--- src/rtl/ctl_pkg.sv ---
package ctl_pkg;
    localparam int WORD_W = 8;
    localparam int CNT_W  = $clog2(WORD_W);

    typedef enum logic [1:0] {
        ST_IDLE,
        ST_PARTIAL,
        ST_ALIGNED,
        ST_IGNORE
    } seq_state_t;

    // Word 0 fields
    typedef struct packed {
        logic       awake;
        logic [1:0] peak;
        logic [3:0] pwm;
    } word0_t;

    // Word 1 fields
    typedef struct packed {
        logic div8;
        logic simul;
    } word1_t;
endpackage

--- src/rtl/ctl_frame_seq.sv ---
module ctl_frame_seq
    import ctl_pkg::*;
(
    input  logic clk,
    input  logic rst,
    input  logic frame_en,
    input  logic ctl_sel,
    output logic shift_en,
    output logic commit
);
    seq_state_t         state_q, state_d;
    logic [CNT_W-1:0]   cnt_q, cnt_d;

    // State register
    always_ff @(posedge clk) begin
        if (rst) begin
            state_q <= ST_IDLE;
            cnt_q   <= '0;
        end else begin
            state_q <= state_d;
            cnt_q   <= cnt_d;
        end
    end

    // Next state
    always_comb begin
        state_d = state_q;
        cnt_d   = cnt_q;
        unique case (state_q)
            ST_IDLE: begin
                if (frame_en) begin
                    if (ctl_sel) begin
                        state_d = ST_PARTIAL;
                        cnt_d   = CNT_W'(1);
                    end else begin
                        state_d = ST_IGNORE;
                    end
                end
            end
            ST_PARTIAL: begin
                if (!frame_en) begin
                    state_d = ST_IDLE;
                    cnt_d   = '0;
                end else if (cnt_q == CNT_W'(WORD_W - 1)) begin
                    state_d = ST_ALIGNED;
                    cnt_d   = '0;
                end else begin
                    cnt_d = cnt_q + CNT_W'(1);
                end
            end
            ST_ALIGNED: begin
                if (!frame_en) begin
                    state_d = ST_IDLE;
                end else begin
                    state_d = ST_PARTIAL;
                    cnt_d   = CNT_W'(1);
                end
            end
            ST_IGNORE: begin
                if (!frame_en) state_d = ST_IDLE;
            end
            default: state_d = ST_IDLE;
        endcase
    end

    // Outputs
    always_comb begin
        shift_en = 1'b0;
        commit   = 1'b0;
        unique case (state_q)
            ST_IDLE:    shift_en = frame_en && ctl_sel;
            ST_PARTIAL: shift_en = frame_en;
            ST_ALIGNED: begin
                shift_en = frame_en;
                commit   = !frame_en;
            end
            ST_IGNORE:  shift_en = 1'b0;
            default:    shift_en = 1'b0;
        endcase
    end

    // A commit only happens on the edge where the frame has just ended
    assert_commit_on_end_R2: assert property (@(posedge clk) disable iff (rst)
        commit |-> (!frame_en && $past(frame_en)));
endmodule

--- src/rtl/ctl_shifter.sv ---
module ctl_shifter #(
    parameter int W = 8
) (
    input  logic         clk,
    input  logic         rst,
    input  logic         en,
    input  logic         d,
    output logic [W-1:0] q
);
    always_ff @(posedge clk) begin
        if (rst)      q <= '0;
        else if (en)  q <= {q[W-2:0], d};
    end

    assert_tap_advance_R7: assert property (@(posedge clk) disable iff (rst)
        en |=> (q[W-1] == $past(q[W-2])));

    assert_hold_when_idle_R6: assert property (@(posedge clk) disable iff (rst)
        !en |=> $stable(q));
endmodule

--- src/rtl/ctl_word_bank.sv ---
module ctl_word_bank
    import ctl_pkg::*;
(
    input  logic              clk,
    input  logic              rst,
    input  logic              commit,
    input  logic [WORD_W-1:0] word,
    output word0_t            w0,
    output word1_t            w1
);
    localparam int SEL_BIT = WORD_W - 1;

    always_ff @(posedge clk) begin
        if (rst) begin
            w0 <= '0;
            w1 <= '0;
        end else if (commit) begin
            if (word[SEL_BIT]) begin
                w1.simul <= word[0];
                w1.div8  <= word[1];
            end else begin
                w0 <= word0_t'(word[SEL_BIT-1:0]);
            end
        end
    end

    logic rst_d;
    always_ff @(posedge clk) rst_d <= rst;

    assert_reset_defaults_R1: assert property (@(posedge clk)
        rst_d |-> (w0 == '0 && w1 == '0));

    assert_no_commit_hold_R4: assert property (@(posedge clk) disable iff (rst)
        !commit |=> ($stable(w0) && $stable(w1)));
endmodule

--- src/rtl/ctl_serial_regs.sv ---
module ctl_serial_regs
    import ctl_pkg::*;
(
    input  logic       clk,
    input  logic       rst,
    input  logic       ser_in,
    input  logic       frame_en,
    input  logic       ctl_sel,
    output logic       ser_out,
    output logic       awake,
    output logic [1:0] peak_code,
    output logic [3:0] pwm_code,
    output logic       osc_div8,
    output logic       simul_out
);
    logic              shift_en;
    logic              commit;
    logic [WORD_W-1:0] sh_q;
    word0_t            w0;
    word1_t            w1;

    ctl_frame_seq u_seq (
        .clk      (clk),
        .rst      (rst),
        .frame_en (frame_en),
        .ctl_sel  (ctl_sel),
        .shift_en (shift_en),
        .commit   (commit)
    );

    ctl_shifter #(.W(WORD_W)) u_sh (
        .clk (clk),
        .rst (rst),
        .en  (shift_en),
        .d   (ser_in),
        .q   (sh_q)
    );

    ctl_word_bank u_bank (
        .clk    (clk),
        .rst    (rst),
        .commit (commit),
        .word   (sh_q),
        .w0     (w0),
        .w1     (w1)
    );

    // Pass-through only inside a control frame in simultaneous mode
    assign ser_out   = (w1.simul && shift_en) ? ser_in : sh_q[WORD_W-1];
    assign awake     = w0.awake;
    assign peak_code = w0.peak;
    assign pwm_code  = w0.pwm;
    assign osc_div8  = w1.div8;
    assign simul_out = w1.simul;
endmodule

--- config.mk ---
export PLATFORM = sky130hd
export DESIGN_NAME = ctl_serial_regs
export DESIGN_NICKNAME = d
export VERILOG_FILES = /design/src/rtl/ctl_pkg.sv /design/src/rtl/ctl_frame_seq.sv /design/src/rtl/ctl_shifter.sv /design/src/rtl/ctl_word_bank.sv /design/src/rtl/ctl_serial_regs.sv
export SDC_FILE = /design/constraint.sdc
export NUM_CORES = 1
export LEC_CHECK = 0
export BUFFER_PORTS_ARGS = -buffer_cell sky130_fd_sc_hd__buf_2
export CORE_ASPECT_RATIO = 1.25
export CORE_MARGIN = 10
export CORE_UTILIZATION = 39
export DETAILED_ROUTE_END_ITERATION = 12
export GPL_TIMING_DRIVEN = 1
export PLACE_DENSITY_LB_ADDON = 0.3
export SLEW_MARGIN = 20
export SYNTH_ARGS = -nofsm -noshare
export SYNTH_HDL_FRONTEND = slang
export SYNTH_SLANG_ARGS = --single-unit
--- constraint.sdc ---
create_clock -name clk -period 1.91 [get_ports clk]
set_clock_uncertainty 0.1 [all_clocks]
set_input_delay 0.0955 -clock clk [delete_from_list [all_inputs] [get_ports clk]]
set_output_delay 0.0955 -clock clk [all_outputs]
set_load 0.02 [all_outputs]
Word level (Yosys, flattened, before mapping)
Cells that the tools add are included.
{"block": "op_classes", "mux": 16, "reduce_logical": 10, "eq_ne": 9, "multipliers": 0, "n_shift": 0, "order_cmp": 0, "div": 0, "n_bitwise": 1, "n_addsub": 1}
{"op": "$mux W3", "count": 5}
{"op": "$mux W2", "count": 5}
{"op": "$pmux W3 S3", "count": 1}
{"op": "$ne A2 B2 Y1 const B", "count": 4}
{"op": "$pmux W2 S4", "count": 1}
{"op": "$eq A2 B2 Y1 const B", "count": 2}
{"op": "$reduce_and A2 Y1", "count": 2}
{"op": "$reduce_and A4 Y1", "count": 1}
{"op": "$add A3 B1 Y3 const B", "count": 1}
{"op": "$eq A3 B3 Y1 const B", "count": 1}
{"op": "$mux W1", "count": 3}
{"op": "$ne A3 B2 Y1 const B", "count": 1}
{"op": "$pmux W1 S3", "count": 1}
{"op": "$reduce_and A3 Y1", "count": 1}
{"op": "$reduce_bool A3 Y1", "count": 1}
{"op": "$eq A2 B1 Y1 const B", "count": 1}
{"op": "$logic_and A1 B1 Y1", "count": 2}
{"op": "$logic_not A2 Y1", "count": 1}
{"op": "$reduce_or A2 Y1", "count": 1}
{"op": "$logic_not A1 Y1", "count": 1}
{"op": "$not A1 Y1", "count": 1}
{"block": "word_totals", "romBits": 0, "ram_bits": 0, "mem_count": 0, "out_inout_bits": 10, "word_cells": 45, "latchBits": 0, "ff_bits": 22}

Longest topological paths before layout
Gate-level depths: netlist (run 1).
{"block": "logic_depth", "word_depth": 5, "mapped_depth": 6}

Hierarchy
Synthesis (run 1) repeated with hierarchy kept, for this count alone.
{"block": "unflattened", "cells_unflattened": 110, "hier_area_um2": 1118.6}
{"module": "ctl_frame_seq", "instances": 1, "seq_area_each_um2": 100.1, "cells_each": 44, "area_per_inst_um2": 412.9}
{"module": "ctl_word_bank", "instances": 1, "seq_area_each_um2": 180.2, "cells_each": 38, "area_per_inst_um2": 401.6}
{"module": "ctl_shifter", "instances": 1, "seq_area_each_um2": 160.2, "cells_each": 26, "area_per_inst_um2": 285.3}
{"module": "ctl_serial_regs", "instances": 1, "seq_area_each_um2": 0.0, "cells_each": 2, "area_per_inst_um2": 18.8}

Worst setup path after synthesis (run 1)
Ideal clock, no wire load.
{"block": "synth_path", "path_type": "flip-flop to output port", "from": "register u_seq.state_q[0]", "to": "output port ser_out", "path_slack_ns": 0.179, "required_ns": 1.714, "arrival_time_ns": 1.535, "stages_incl_launch_ff": 6, "cell_sequence": "dfxtp_1 inv_1 ha_1 mux2i_1 nor2_1 mux2_1"}
{"block": "synth_between", "elab_chain_cells": 5, "word_cells_on_any_way": 8, "cone_classes": "eq/ne: 3; mux: 2; reduce/logical: 3"}
{"item": "from (decl)", "line_no": "ctl_frame_seq.sv:11", "rtl": "seq_state_t state_q, state_d;"}
{"item": "from (signal assigned)", "line_no": "ctl_frame_seq.sv:20", "rtl": "state_q <= state_d;"}
{"item": "$eq A2 B1 Y1 or $eq A2 B2 Y1 (tied branches)", "line_no": "ctl_frame_seq.sv:70", "rtl": "unique case (state_q)"}
{"item": "$reduce_or A2 Y1 (no source line)"}
{"item": "$pmux W1 S3 (*)", "line_no": "ctl_frame_seq.sv:70"}
{"item": "$logic_and A1 B1 Y1 (*)", "line_no": "ctl_serial_regs.sv:49", "rtl": "assign ser_out = (w1.simul && shift_en) ? ser_in : sh_q[WORD_W-1];"}
{"item": "$mux W1 (*)", "line_no": "ctl_serial_regs.sv:49"}
{"item": "to (decl)", "line_no": "ctl_serial_regs.sv:9", "rtl": "output logic ser_out,"}
Mark *: on every way between the ends. The rest lies on a longest branch, timed or not.

Worst setup path after layout (run 1)
{"block": "layout_path", "from": "register u_seq.state_q[1]", "to": "output port ser_out"}
Same word-level chain as after synthesis.

==> impl_metrics.yaml, run 1 <==
worst_setup_path:
  crit_buf_inv: 2
  r2r_cells: 5
  crit_family: "multiplexers"
  path_max_fanout: 3
  worstPathArrival_ps: 1670
  reg2reg_slack_ps: 220
  cp.depth: 6
  path_cells: "inv_4 > ha_4 > mux2i_2 > nor2_1 > mux2_4 > buf_6"
  crit_path_end_kind: "output pin"
  cp_slowest_cell: "dfxtp_2"
  max_stage_delay_ps: 380
  start_kind: "flip-flop"
  critPathRequiredTime_ps: 1710
  worst-setup-path-type: "reg2out"
grt:
  track_usage: 0.0835
  gr-total-overflow: 0
  grt_max_degree: 14
  antenna_found_initial: 0
  grt_pass1_vias: 825
  grt_pass1_wl_um: 3530
timing:
  finalHoldViolCount: 0
  slew_headroom: 0.746
  finalSetupViolCount: 0
  tightestPinTransition_ps: 380
  hold-worst-slack_ps: 31.0
  period_needed_ps: 1870
  drv_slew: 0
  fmax_mhz: 535
  timing.final.crit_share: 0.979
  setup_ws_ps: 39.8
die:
  dieHeight_um: 77.4
  die_w_um: 65.9
  dieArea_um2: 5100
  fp-row-count: 20
  io_pins: 15
  coreArea_um2: 2480
  initial_core_util: 0.415
worst_hold_path:
  hold_class: "in2reg"
  whs_path_depth: 2
routing:
  wl_per_cell_um: 13.6
  postRouteAntennaNets: 0
  vias: 794
  vias_per_cell: 5.09
  drc: 0
  drt_wl_total_um: 2120
  first_pass_iters: 4
  first_iter_violations: 8
place:
  hpwl_um: 1520
  io_buffers: 14
  gp_congestion: 0.842
  place_ws_ps: 131
  dpl_cell_area_um2: 1140
power:
  peakVddDrop_uv: 511
  p_leak_nw: 0.534
  p_total_mw: 1.15
  power_density_nw_per_um2: 917
clock_network:
  clk_pin_slew_ps: 110
  root_buffer: "clkbuf_4"
  cts_inserted_buffers: 3
  clock_latency_ps: 300
  cts_tree: "yes"
  cts_max_level: 1
  cts_num_sinks: 22
  clk_path_buf_depth: 2
logic_synthesis:
  syn_inst: 102
  synth-edff-count: 0
  synth_area_um2: 1030
  yosysTopAreaCellShare: 0.429
  synth_top_area_cell: "dfxtp_1"
  yosys.cell_types.count: 27
  synthTopCellsByCount: "dfxtp_1 (22), mux2i_1 (18), nand2_1 (12), nor2_1 (11), ha_1 (7)"
  ys_warn_count: 0
  ys_top_cells_by_area: "dfxtp_1 (43%), mux2i_1 (18%), ha_1 (8.5%)"
  syn-num-nets: 114
  synth_seq_area_share: 0.429
  ys_ff_latch: 22
  synth.avg_cell_area_um2: 10.1
  async_reset_ff_frac: 0
  synthFlopType: "dfxtp_1"
  yosysMostFrequentCell: "dfxtp_1"
final_layout:
  antennaDiodeCount: 0
  syn_to_final_growth_pct: 21.7
  nNetsFinal: 136
  design_area_um2: 1250
  drive_above_1_share: 0.285
run_status:
  status: "completed"
flow_run:
  maxCapViolations: 0
==> sequential cells by signal (all words and copies together) (netlist names) <==
name           flops
u_seq.cnt_q        3
u_sh.q             8
u_bank.w1          2
u_seq.state_q      2
u_bank.w0          7
==> kinds of logic (layout without fill, tap and decap cells) <==
kind of cell             Yosys count  in the layout  synth area share
AO/OA/AOI/OAI                     14             14             0.110
adder cells (fa/ha/maj)            7              7            0.0853
buffers and inverters              8             29            0.0378
flip-flops                        22             22             0.429
multiplexers                      20             20             0.197
AND/OR/NAND/NOR                   31             31             0.141
==> area by class of cell <==
| cell class | count | area, um^2 |
|---|---|---|
| inverter | 4 | 17.5 |
| sequential | 22 | 443 |
| timing repair buffer | 21 | 131 |
| clock buffer | 4 | 36.3 |
| multi-input combinational | 72 | 581 |
| tap | 33 | 41.3 |
| fill | 229 | 1230 |
==> per-stage QoR <==
step | setup TNS (ps) | utilization | std cells
finish | 0 | 0.505 | 156
global route | -7.00 | 0.505 | 156
CTS | 0 | 0.494 | 156
detailed placement | 0 | 0.459 | 148
global placement | 0 | 0.459 | 148
floorplan | 0 | - | 102
==> worst register-to-register path: cells and delay by family (launching register included) <==
kind | cells | cell delay, ps
AO/OA/AOI/OAI | 2 | 330
adder cells (fa/ha/maj) | 1 | 200
buffers and inverters | 1 | 150
flip-flops | 1 | 340
AND/OR/NAND/NOR | 1 | 510
==> where the power goes <==
part           internal, mW  switching (mW)  leakage [nW]  total (mW)
clock                 0.116           0.133        0.0210       0.250
sequential            0.485          0.0192         0.179       0.504
combinational         0.192           0.200         0.335       0.392
total                 0.794           0.352         0.534        1.15
==> per-layer routing <==
metal	global-route usage	share of wire	vias up
met5	0	0	-
met4	0.0451	0.026	0
met3	0.0187	0.033	7
met2	0.145	0.50	15
met1	0.0896	0.44	374
li1	-	-	398
==> what timing repair did <==
action / 4_1_cts / 5_1_grt
hold buffers: 1 / 0
gates resized for setup: 8 / 4
pin swaps: 3 / 2
setup endpoints to repair: 1 / 1
setup buffers: 3 / 0
endpoints found under the hold margin: 1 / 0
==> cell usage in the layout (no fill, tap or decap), types with 2 or more instances in the layout <==
cell type	count
mux2i_1	17
nand2_1	12
clkbuf_4	3
ha_4	2
buf_4	6
nor2_1	11
inv_1	2
nor2b_1	2
ha_1	5
dfxtp_1	20
nand2b_1	2
dfxtp_2	2
a211oi_1	4
a21oi_1	2
buf_2	13
==> final timing paths <==
check	from	end
setup reg to reg	u_seq.state_q[0]$_SDFFE_PP0P_	u_seq.cnt_q[1]$_SDFFE_PP0P_
setup / recovery	u_seq.state_q[1]$_SDFFE_PP0P_	ser_out
hold / removal	rst	u_bank.w0[5]$_SDFFE_PP0P_
hold reg to reg	u_seq.cnt_q[1]$_SDFFE_PP0P_	u_seq.cnt_q[1]$_SDFFE_PP0P_
Note: power is estimated with default switching activity, not from simulation.
==> run 2, diff against run 1 <==
==> constraint.sdc (replaced) <==
create_clock -name clk -period 1.8 [get_ports clk]
set_clock_uncertainty 0.1 [all_clocks]
set_input_delay 0.09 -clock clk [delete_from_list [all_inputs] [get_ports clk]]
set_output_delay 0.09 -clock clk [all_outputs]
set_load 0.02 [all_outputs]
==> run 2 against run 1 <==
The run now ends with setup timing left. Hold slack got worse by 8.7 ps. Critical endpoint unchanged. First-iteration DRC count rose by 75%. Via count fell by 0.88%. Highest routed layer unchanged. Final area increased by 1.8%.
==> impl_metrics.yaml, run 2 (synthesis gave the netlist of run 1 again) <==
place:
  io_buffers: 14
  hpwl_um: 1500
  placed_cells: 149
  gp_congestion: 0.754
  dpl_cell_area_um2: 1140
grt:
  grt_pass1_wl_um: 3560
  gr-total-overflow: 0
  grt_pass1_vias: 808
  grt_max_degree: 14
  antenna_found_initial: 0
  track_usage: 0.0832
routing:
  first_pass_iters: 4
  first_iter_violations: 14
  vias_per_cell: 4.98
  postRouteAntennaNets: 0
  drt_wl_total_um: 2060
  wl_per_cell_um: 13.1
  drc: 0
  vias: 787
final_layout:
  layout_commonest_cell: "dfxtp_1"
  final_core_util: 0.514
  layout_common_cells: "dfxtp_1 (20), mux2i_1 (17), buf_2 (13)"
  drive_above_1_share: 0.304
  reg_top3: "u_sh.q: 8 flops, u_bank.w0: 7 flops, u_seq.cnt_q: 3 flops"
  largest_reg_flops: 8
  largest-register: "u_sh.q"
  layout.cells.non_filler: 158
  syn_to_final_growth_pct: 23.9
  nNetsFinal: 139
  antennaDiodeCount: 0
  design_area_um2: 1270
power:
  combPwrFrac: 0.380
  power_density_nw_per_um2: 950
  swShare: 0.309
  intPower_mw: 0.835
  p_seq_frac: 0.446
  peakVddDrop_uv: 637
  p_leak_nw: 0.543
  switchingPower_mw: 0.374
  p_total_mw: 1.21
  p_clk_frac: 0.174
timing:
  rsz0062_at_grt: "yes"
  finalHoldViolCount: 0
  finalSetupViolCount: 1
  setup_ws_ps: -42.4
  fmax_mhz: 543
  timing.final.crit_share: 1.02
  drv_slew: 0
  tightestPinTransition_ps: 358
  slew_headroom: 0.761
  period_needed_ps: 1840
worst_setup_path:
  path_max_fanout: 3
  crit_family: "multiplexers"
  max_stage_delay_ps: 370
  worstPathArrival_ps: 1650
  worst-setup-path-type: "reg2out"
  r2r-start: "u_seq.state_q[0]$_SDFFE_PP0P_"
  path_cells: "inv_4 > ha_4 > mux2i_4 > nor2_2 > mux2_4 > buf_6"
  r2r_cells: 5
  crit_path_end_kind: "output pin"
  cp_slowest_cell: "dfxtp_2"
  r2r_end: "u_seq.cnt_q[1]$_SDFFE_PP0P_"
  reg2reg_slack_ps: 90
  critPathRequiredTime_ps: 1610
  start_kind: "flip-flop"
  crit_buf_inv: 2
clock_network:
  root_buffer: "clkbuf_4"
  cts_num_sinks: 22
  cts_max_level: 1
  cts_tree: "yes"
  clk_path_buf_depth: 2
  clk_pin_slew_ps: 110
  clock_latency_ps: 290
  cts_inserted_buffers: 3
die:
  coreArea_um2: 2480
  die_w_um: 65.9
  fp-row-count: 20
  initial_core_util: 0.415
  io_pins: 15
  dieHeight_um: 77.4
  dieArea_um2: 5100
worst_hold_path:
  whs_path_depth: 2
  hold_start: "rst"
  holdPathEnd: "u_bank.w1[0]$_SDFFE_PP0P_"
  hold_class: "in2reg"
run_status:
  violations: "setup timing"
  status: "finished with violations"
flow_run:
  maxCapViolations: 0
run 2: cell count changes in the layout (fill, tap and decap cells not counted):
cell,before,now
buf_4,6,9
clkbuf_8,1,0
inv_2,1,0
inv_4,1,2
mux2i_2,1,0
mux2i_4,0,1
nor2_1,11,10
nor2_2,0,1
run 2: power by group through the flow:
stage | Sequential, mW | Clock (mW) | Combinational, mW
final | 0.539 | 0.210 | 0.460
after global routing | 0.541 | 0.234 | 0.501
after CTS | 0.539 | 0.221 | 0.392
after detailed placement | 0.549 | 0 | 0.320
after global placement | 0.544 | 0 | 0.313
after floorplan | 0.545 | 0 | 0.237
run 2: repair_timing:
| item | 4_1_cts | 5_1_grt |
|---|---|---|
| pin swaps | 2 | 2 |
| endpoints found under the hold margin | 1 | 0 |
| hold buffers | 1 | 0 |
| endpoints found under the setup margin | 1 | 6 |
| setup buffers | 3 | 2 |
| gates resized for setup | 12 | 3 |
run 2: area by class of cell:
cell class	count	area [um^2]
fill	234	1200
multi-input combinational	72	592
sequential	22	443
timing repair buffer	24	154
tap	33	41.3
clock buffer	3	22.5
inverter	4	20.0
run 2: worst max-delay path by stage:
stage | start | to | slack [ps] | cells past startpoint
global placement | u_seq.state_q[1]$_SDFFE_PP0P_ | u_seq.cnt_q[1]$_SDFFE_PP0P_ | 160 | 5
floorplan | u_seq.state_q[0]$_SDFFE_PP0P_ | ser_out | 70 | 5
finish | u_seq.state_q[1]$_SDFFE_PP0P_ | ser_out | -40 | 6
detailed placement | u_seq.state_q[0]$_SDFFE_PP0P_ | u_seq.cnt_q[1]$_SDFFE_PP0P_ | 70 | 5
CTS | u_seq.state_q[1]$_SDFFE_PP0P_ | ser_out | -20 | 6
global route | u_seq.state_q[1]$_SDFFE_PP0P_ | ser_out | -100 | 6
run 2: per-layer routing:
layer	track usage	share of wire
met5	0	0
met1	0.0912	0.43
met4	0.0193	0.0019
met2	0.152	0.53
met3	0.0216	0.042
run 2: metrics by stage:
step           hold WS (ps)  TNS, ps  worst slack, ps
2_1_floorplan          62.8        0             74.8
3_3_place_gp            255        0              158
6_report               22.3    -42.4            -42.4
5_1_grt                41.3     -378             -103
3_5_place_dp            263        0             67.2
4_1_cts                21.6    -24.2            -24.2
